`src/rtl/dma_chregs_pkg.sv`:
```
package dma_chregs_pkg;
  localparam int NUM_CHAN = 4;
  localparam int CHAN_W   = 2;
  localparam int IDX_W    = 4;

  typedef enum logic {
    SEL_ADDR  = 1'b0,
    SEL_COUNT = 1'b1
  } reg_sel_e;

  typedef struct packed {
    logic              hit;
    logic [CHAN_W-1:0] chan;
    reg_sel_e          sel;
  } port_dec_t;
endpackage

```
`src/rtl/dma_rst_sync.sv`:
```
module dma_rst_sync (
  input  logic clk,
  input  logic rst_n,
  output logic rst_sync_n
);
  logic [1:0] sync_q;

  always_ff @(posedge clk or negedge rst_n) begin
    if (!rst_n) sync_q <= 2'b00;
    else        sync_q <= {sync_q[0], 1'b1};
  end

  assign rst_sync_n = sync_q[1];
endmodule

```
`src/rtl/dma_port_decode.sv`:
```
module dma_port_decode
  import dma_chregs_pkg::*;
#(
  parameter int SHIFT = 0,
  localparam int OFS_W = IDX_W + SHIFT
) (
  input  logic [OFS_W-1:0] ofs,
  output port_dec_t        dec
);
  logic [IDX_W-1:0] idx;
  logic             unused_ofs;

  assign idx        = ofs[SHIFT +: IDX_W];
  assign unused_ofs = ^ofs;

  always_comb begin
    dec.hit  = ~idx[IDX_W-1];
    dec.chan = idx[CHAN_W:1];
    dec.sel  = reg_sel_e'(idx[0]);
  end
endmodule

```
`src/rtl/dma_byte_ptr.sv`:
```
module dma_byte_ptr (
  input  logic clk,
  input  logic rst_n,
  input  logic access,
  input  logic clear,
  output logic ptr_hi
);
  logic ptr_q, ptr_d;

  always_comb begin
    ptr_d = ptr_q;
    if (clear)       ptr_d = 1'b0;
    else if (access) ptr_d = ~ptr_q;
  end

  always_ff @(posedge clk or negedge rst_n) begin
    if (!rst_n) ptr_q <= 1'b0;
    else        ptr_q <= ptr_d;
  end

  assign ptr_hi = ptr_q;
endmodule

```
`src/rtl/dma_chan_slot.sv`:
```
module dma_chan_slot
  import dma_chregs_pkg::*;
#(
  parameter int SHIFT  = 0,
  parameter int DATA_W = 8,
  localparam int REG_W = 2 * DATA_W,
  localparam int CUR_W = REG_W + SHIFT
) (
  input  logic              clk,
  input  logic              rst_n,
  input  logic              wr_this,
  input  reg_sel_e          wr_sel,
  input  logic              ptr_hi,
  input  logic [DATA_W-1:0] wdata,
  input  logic              step_this,
  input  logic              step_down,
  output logic [CUR_W-1:0]  cur_addr,
  output logic [REG_W-1:0]  base_count,
  output logic [CUR_W-1:0]  progress
);
  localparam logic [CUR_W-1:0] STEP = CUR_W'(1 << SHIFT);

  logic [REG_W-1:0] base_addr_q, base_addr_d;
  logic [REG_W-1:0] base_cnt_q,  base_cnt_d;
  logic [CUR_W-1:0] cur_q, cur_d;
  logic [CUR_W-1:0] prog_q, prog_d;
  logic             reload;
  logic             upd_en;

  function automatic logic [REG_W-1:0] merge_byte(
    input logic [REG_W-1:0]  old,
    input logic [DATA_W-1:0] data,
    input logic              hi
  );
    if (hi) return {data, old[DATA_W-1:0]};
    else    return {old[REG_W-1:DATA_W], data};
  endfunction

  always_comb begin
    base_addr_d = base_addr_q;
    base_cnt_d  = base_cnt_q;
    if (wr_this && wr_sel == SEL_ADDR)  base_addr_d = merge_byte(base_addr_q, wdata, ptr_hi);
    if (wr_this && wr_sel == SEL_COUNT) base_cnt_d  = merge_byte(base_cnt_q,  wdata, ptr_hi);

    reload = wr_this && ptr_hi;
    upd_en = wr_this || step_this;

    cur_d  = cur_q;
    prog_d = prog_q;
    if (reload) begin
      cur_d  = CUR_W'(base_addr_d) << SHIFT;
      prog_d = '0;
    end else if (step_this) begin
      cur_d  = step_down ? (cur_q - STEP) : (cur_q + STEP);
      prog_d = prog_q + STEP;
    end
  end

  always_ff @(posedge clk or negedge rst_n) begin
    if (!rst_n) begin
      base_addr_q <= '0;
      base_cnt_q  <= '0;
      cur_q       <= '0;
      prog_q      <= '0;
    end else if (upd_en) begin
      base_addr_q <= base_addr_d;
      base_cnt_q  <= base_cnt_d;
      cur_q       <= cur_d;
      prog_q      <= prog_d;
    end
  end

  assign cur_addr   = cur_q;
  assign base_count = base_cnt_q;
  assign progress   = prog_q;
endmodule

```
`src/rtl/dma_chan_regfile.sv`:
```
module dma_chan_regfile
  import dma_chregs_pkg::*;
#(
  parameter int SHIFT  = 0,
  parameter int DATA_W = 8,
  localparam int REG_W = 2 * DATA_W,
  localparam int CUR_W = REG_W + SHIFT,
  localparam int OFS_W = IDX_W + SHIFT
) (
  input  logic              clk,
  input  logic              rst_n,
  input  logic              port_wr,
  input  logic              port_rd,
  input  logic [OFS_W-1:0]  port_ofs,
  input  logic [DATA_W-1:0] port_wdata,
  output logic [DATA_W-1:0] port_rdata,
  input  logic              ptr_clear,
  input  logic              step_valid,
  input  logic [CHAN_W-1:0] step_chan,
  input  logic              step_down
);
  logic                      rst_sync_n;
  port_dec_t                 dec;
  logic                      ptr_hi;
  logic                      chan_access;
  logic [NUM_CHAN*CUR_W-1:0] cur_flat;
  logic [NUM_CHAN*CUR_W-1:0] prog_flat;
  logic [NUM_CHAN*REG_W-1:0] bcnt_flat;
  logic [CUR_W-1:0]          sel_val;
  logic [CUR_W-1:0]          sel_shifted;

  dma_rst_sync u_rst_sync (
    .clk        (clk),
    .rst_n      (rst_n),
    .rst_sync_n (rst_sync_n)
  );

  dma_port_decode #(.SHIFT(SHIFT)) u_decode (
    .ofs (port_ofs),
    .dec (dec)
  );

  assign chan_access = dec.hit && (port_wr || port_rd);

  dma_byte_ptr u_byte_ptr (
    .clk    (clk),
    .rst_n  (rst_sync_n),
    .access (chan_access),
    .clear  (ptr_clear),
    .ptr_hi (ptr_hi)
  );

  for (genvar ch = 0; ch < NUM_CHAN; ch++) begin : g_chan
    logic wr_this;
    logic step_this;
    assign wr_this   = port_wr && dec.hit && (dec.chan == CHAN_W'(ch));
    assign step_this = step_valid && (step_chan == CHAN_W'(ch));

    dma_chan_slot #(.SHIFT(SHIFT), .DATA_W(DATA_W)) u_slot (
      .clk        (clk),
      .rst_n      (rst_sync_n),
      .wr_this    (wr_this),
      .wr_sel     (dec.sel),
      .ptr_hi     (ptr_hi),
      .wdata      (port_wdata),
      .step_this  (step_this),
      .step_down  (step_down),
      .cur_addr   (cur_flat[ch*CUR_W +: CUR_W]),
      .base_count (bcnt_flat[ch*REG_W +: REG_W]),
      .progress   (prog_flat[ch*CUR_W +: CUR_W])
    );
  end

  always_comb begin
    if (dec.sel == SEL_COUNT)
      sel_val = (CUR_W'(bcnt_flat[dec.chan*REG_W +: REG_W]) << SHIFT)
                - prog_flat[dec.chan*CUR_W +: CUR_W];
    else
      sel_val = cur_flat[dec.chan*CUR_W +: CUR_W];
    sel_shifted = sel_val >> (SHIFT + (ptr_hi ? DATA_W : 0));
    port_rdata  = dec.hit ? sel_shifted[DATA_W-1:0] : '0;
  end
endmodule

```
`config.mk`:
```
export PLATFORM = sky130hd
export DESIGN_NAME = dma_chan_regfile
export DESIGN_NICKNAME = d
export VERILOG_FILES = /design/src/rtl/dma_chregs_pkg.sv /design/src/rtl/dma_rst_sync.sv /design/src/rtl/dma_port_decode.sv /design/src/rtl/dma_byte_ptr.sv /design/src/rtl/dma_chan_slot.sv /design/src/rtl/dma_chan_regfile.sv
export SDC_FILE = /design/constraint.sdc
export NUM_CORES = 1
export LEC_CHECK = 0
export BUFFER_PORTS_ARGS = -buffer_cell sky130_fd_sc_hd__buf_4
export CAP_MARGIN = 0
export CORE_MARGIN = 2
export CORE_UTILIZATION = 42
export DETAILED_ROUTE_END_ITERATION = 16
export PLACE_DENSITY = 0.63
export SLEW_MARGIN = 5
export SYNTH_ARGS = -nofsm -noshare
export SYNTH_HDL_FRONTEND = slang
export SYNTH_SLANG_ARGS = --single-unit
```
`constraint.sdc`:
```
create_clock -name clk -period 7.7 [get_ports clk]
set_input_delay 1.155 -clock clk [delete_from_list [all_inputs] [get_ports clk]]
set_output_delay 1.155 -clock clk [all_outputs]
set_load 0.02 [all_outputs]
```
# == After elaboration in Yosys (flattened, before gate mapping) ==
# Cells that the tools add are included.
# totals
reg_bits,259
input_bits,21
word_cells,127
# classes
n_addsub,13
n_eq_ne,6
shifts,4
muxes,33
n_bitwise,3
reduce_logical,46
# ops
operator,count
$mux W16,29
$shiftx A64 B7 Y16,3
$add A16 B1 Y16 const B,8
$sub A16 B1 Y16 const B,4
$reduce_and A3 Y1,8
$logic_and A1 B1 Y1,22
$shr A16 B4 Y8,1
$sub A16 B16 Y16,1
$reduce_bool A2 Y1,5
$eq A2 B2 Y1 const B,4
$mux W8,1
$reduce_and A2 Y1,4
$logic_or A1 B1 Y1,5
$eq A2 B1 Y1 const B,2
$logic_not A2 Y1,2
$mux W4,1
$not A1 Y1,3
$mux W1,2

# == Logic depth before layout (Yosys ltp) ==
# depth
ltp_word,6
mapped_depth,17
mapped_depth_nobuf,13

# == Cells and area by module ==
# From an unflattened synthesis, not the netlist that was laid out.
# unflattened
hier_cells,1503
area_unflattened_um2,16275.6
# modules_own_cells
module,instances,cells_each,area_per_inst_um2,seq_area_each_um2
dma_chan_slot at g_chan[2].u_slot ...,2,316,3428.3,1601.5
dma_chan_slot at g_chan[0].u_slot,1,324,3540.9,1601.5
dma_chan_slot at g_chan[1].u_slot,1,311,3439.5,1601.5
dma_chan_regfile,1,226,2321.0,0.0
dma_rst_sync,1,3,53.8,50.0
dma_byte_ptr,1,3,37.5,25.0
dma_port_decode,1,4,26.3,0.0

# == Worst setup path before layout ==
# Ideal clock, no wire load.
# synth_timing
path_type,input port to output port
startpoint,input port port_ofs[1]
endpoint,output port port_rdata[6]
arrival_time_ns,5.357
t_required_ns,6.545
path_slack_ns,1.188
path_stages,16
n_path_buf,4
cell_sequence,buf_2 -> buf_4 -> buf_2 -> buf_2 -> mux4_2 -> inv_1 -> ha_1 -> inv_1 -> fa_1 -> a211oi_2 -> o21ai_1 -> a311oi_2 -> o31ai_1 -> nand3_1 -> o21ai_0 -> a2111oi_0
# synth_between
elab_chain_len,5
# synth_rtl
item,line,source
start: declaration,dma_chan_regfile.sv:14,"input logic [OFS_W-1:0] port_ofs,"
"$shiftx A64 B7 Y16, on equally long branches","dma_chan_regfile.sv:76, dma_chan_regfile.sv:77",
$sub A16 B16 Y16,dma_chan_regfile.sv:77,- prog_flat[dec.chan*CUR_W +: CUR_W];
$mux W16 (*),dma_chan_regfile.sv:75,if (dec.sel == SEL_COUNT)
$shr A16 B4 Y8 (*),dma_chan_regfile.sv:80,sel_shifted = sel_val >> (SHIFT + (ptr_hi ? DATA_W : 0));
$mux W8 (*),dma_chan_regfile.sv:81,port_rdata = dec.hit ? sel_shifted[DATA_W-1:0] : '0;
end: declaration,dma_chan_regfile.sv:16,"output logic [DATA_W-1:0] port_rdata,"
# Mark *: on every way between the ends. The rest lies on a longest branch, timed or not.

# == Worst setup path after layout ==
# Ends and elaborated chain as after synthesis.

==> results.json <==
{
  "cts_tree": "built",
  "overflow": 0,
  "rr_endpoint": "g_chan[1].u_slot.cur_addr[14]",
  "vias": 11830,
  "crit_path_end_kind": "output port",
  "seq_area_sq_mm": 0.006485,
  "path_max_fanout": 33,
  "postCtsHoldBufs": 0,
  "firstDrtPassIters": 5,
  "fin_util": 0.4757,
  "wire_per_inst_um": 21.19,
  "insertedDiodeCount": 0,
  "ant_nets": 0,
  "setup_viol": 0,
  "row_count": 70,
  "switching_share": 0.3656,
  "report.final.slew_viol_count": 0,
  "max_stage_delay_ns": 0.57,
  "total_power_mw": 5.836,
  "wirelength_mm": 42.54,
  "seq_power_share": 0.351,
  "gp_congestion": 0.8960,
  "worst_path_max_delay_cell": "mux4_2",
  "hold_ws_ns": 0.3511,
  "fmax_ghz": 0.1691,
  "critPathKind": "input pin to output port",
  "syn-cell-area_sq_mm": 0.01572,
  "antenna_found_initial": 0,
  "cts.sinks": 259,
  "synth_edf_count": 0,
  "avgSynthCellArea_sq_um": 10.41,
  "grt_pass1_vias": 11750,
  "grt_setup_unrepaired": "false",
  "cts_inserted_buffers": 30,
  "fp.dieW_um": 197.5,
  "multi_input_area_sq_mm": 0.008808,
  "p_per_area_mw_per_mm2": 334.3,
  "port_buffers": 28,
  "tightest_slew_ns": 1.045,
  "max_cap_viol_count": 0,
  "synth_seq_area_share": 0.4123,
  "clkTransAtPathRegs_ns": 0.06,
  "r2r_setup_slack_ns": 4.72,
  "fillCellCount": 3270,
  "clk_latency_ns": 0.57,
  "required_ns": 6.55,
  "cts-root-buf": "clkbuf_16",
  "pwr-share-comb": 0.383,
  "hold_viol": 0,
  "dpl_cell_area_sq_mm": 0.01636,
  "htree_levels": 1,
  "cp_cell_sequence": "buf_4, mux4_2, inv_1, ha_1, inv_1, fa_1, a211oi_2, o21ai_1, a311oi_2, o31ai_1, nand3_1, o21ai_0, a2111oi_0, buf_4",
  "fin_area_sq_mm": 0.01746,
  "ioPinCount": 29,
  "layout.nets": 1618,
  "dpl.hpwl_mm": 29.92,
  "syn-instance-count": 1510,
  "p_leak_nw": 7.651,
  "yosysWarnings": 0,
  "ys_ff_latch": 259,
  "ff2ff_path_depth": 9,
  "pre_cts_slack_ns": 1.769,
  "tns_ns": 0,
  "core_sq_mm": 0.03670,
  "reg2reg_from": "g_chan[1].u_slot.cur_addr[3]",
  "cts_setup_buffers": 0,
  "critical_path_arrival_ns": 4.76,
  "internal_power_mw": 3.702,
  "drc_errors": 0,
  "post-place-cells": 1952,
  "fin_ws_ns": 1.785,
  "cts_buffer_depth": 3,
  "hold_depth": 0,
  "area_growth_pct": 11.05,
  "grt_max_degree": 79,
  "fp.dieArea_sq_mm": 0.03899,
  "synthesis.nets": 1612,
  "final_layout_size_suffix_gt1_frac": 0.1955,
  "fin_crit_ns": 5.915,
  "period_share": 0.7682,
  "skew_ns": 0.01249,
  "grt.total_usage": 0.2238,
  "synth_cell_types": 74,
  "drtIter0Drc": 840,
  "relSlewSlack": 0.3013,
  "hold_class": "flop to flop",
  "grt_pass1_wl_mm": 67.63,
  "status": "completed",
  "ys.flop_type": "dfrtp_1",
  "final_cells": 2008,
  "die-height_um": 197.5,
  "clkPwrFrac": 0.266,
  "hold-path-endpoint": "u_rst_sync.sync_q[1]",
  "hold_start": "u_rst_sync.sync_q[0]",
  "cts_resized": 0,
  "async_flop_share": 1.000,
  "start_util": 0.4284,
  "peakVddDrop_mv": 0.1912,
  "start_kind": "input pin",
  "vias_per_cell": 5.893,
  "power.switching_mw": 2.134
}
## sequential cells by signal, indices dropped and copies added, names as in the netlist
signal / cells
g_chan.u_slot.base_addr_q: 64
g_chan.u_slot.base_count: 64
g_chan.u_slot.cur_addr: 64
g_chan.u_slot.progress: 64
u_byte_ptr.ptr_hi: 1
u_rst_sync.sync_q: 2
## power by group through the flow
stage               sequential (mW)  combinational, mW  clock (mW)
floorplan                      1.90               1.78           0
global placement               2.05               2.15           0
detailed placement             2.06               2.20           0
CTS                            2.04               2.22        1.57
global route                   2.08               2.49        1.63
finish                         2.05               2.23        1.56
## area by class of cell
class	count	share of cell area
multi-input combinational	1141	0.5046
sequential	259	0.3715
inverter	39	0.008386
clock buffer	37	0.04860
timing repair buffer	45	0.01935
tap	468	0.03354
clock inverter	19	0.01405
## kinds of logic after synthesis
logic type      after synthesis  synth area share
compound gates              350            0.1433
fa+ha+maj                    81           0.06686
other cells                   1         0.0002385
mux                         182            0.1644
buf+inv                     110           0.02738
flops                       259            0.4123
xor+xnor                    119           0.06630
simple gates                408            0.1192
## synth_stat cells (6+ instances only)
cell type	count	area [sq um]
o31ai_1	10	75.07
inv_1	39	146.4
a31oi_1	20	125.1
o21ai_0	78	390.4
mux2_2	129	1453
xor2_1	67	586.8
a21o_1	21	157.7
mux4_2	48	1081
nand4_1	11	68.82
a211oi_1	26	195.2
and3_1	21	131.4
ha_1	76	950.9
a21oi_1	112	560.5
nor2_1	139	521.8
dfrtp_1	259	6481
nand2_1	118	442.9
nor3_1	19	95.09
nand3_1	34	170.2
nand2b_1	12	75.07
buf_2	11	55.05
xnor2_1	52	455.4
nor2b_1	24	150.1
o21a_1	18	135.1
and2_1	6	37.54
or3_1	7	43.79
clkbuf_1	56	210.2
o211ai_1	12	90.09
## placed cells by master (no fill, tap or decap), types with 8 or more instances in the layout
master / netlist / layout
nor2_1: 139 / 139
nand3_1: 34 / 34
xnor2_1: 52 / 52
o31ai_1: 10 / 10
o211ai_1: 12 / 12
and3_1: 21 / 21
a21oi_1: 112 / 112
inv_1: 39 / 39
a31oi_1: 20 / 20
a21o_1: 21 / 21
o21a_1: 18 / 18
o21ai_0: 78 / 78
a211oi_1: 26 / 26
nor2b_1: 24 / 24
nor3_1: 19 / 19
xor2_1: 67 / 67
nand2_1: 118 / 118
clkinv_2: 0 / 8
mux4_2: 48 / 48
ha_1: 76 / 76
clkbuf_16: 0 / 31
mux2_2: 129 / 129
nand4_1: 11 / 11
nand2b_1: 12 / 12
buf_4: 1 / 45
dfrtp_1: 259 / 258
## how the worst max path moves through the flow
stage               depth (start not counted)            end         from  slack, ns
finish                                     14  port_rdata[6]  port_ofs[1]       1.79
global route                               14  port_rdata[6]  port_ofs[1]       1.45
CTS                                        14  port_rdata[6]  port_ofs[1]       1.77
detailed placement                         14  port_rdata[6]  port_ofs[1]       1.77
global placement                           14  port_rdata[6]  port_ofs[1]       1.76
floorplan                                  16  port_rdata[6]  port_ofs[1]       1.19
## critical path: cells and delay by family
| family | cells | cell delay (ns) |
|---|---|---|
| AO/OA/AOI/OAI | 6 | 1.47 |
| AND/OR/NAND/NOR | 1 | 0.09 |
| buffers and inverters | 4 | 0.86 |
| multiplexers | 1 | 0.57 |
| adder cells (fa/ha/maj) | 2 | 0.58 |
## routing by layer
metal	part of all wire	global-route usage	up-vias
met4	0.040	0.08772	0
met2	0.44	0.3443	309
met5	0	0	-
li1	-	-	5503
met3	0.059	0.03261	96
met1	0.46	0.3190	5926
(Power assumes the default switching activity.)
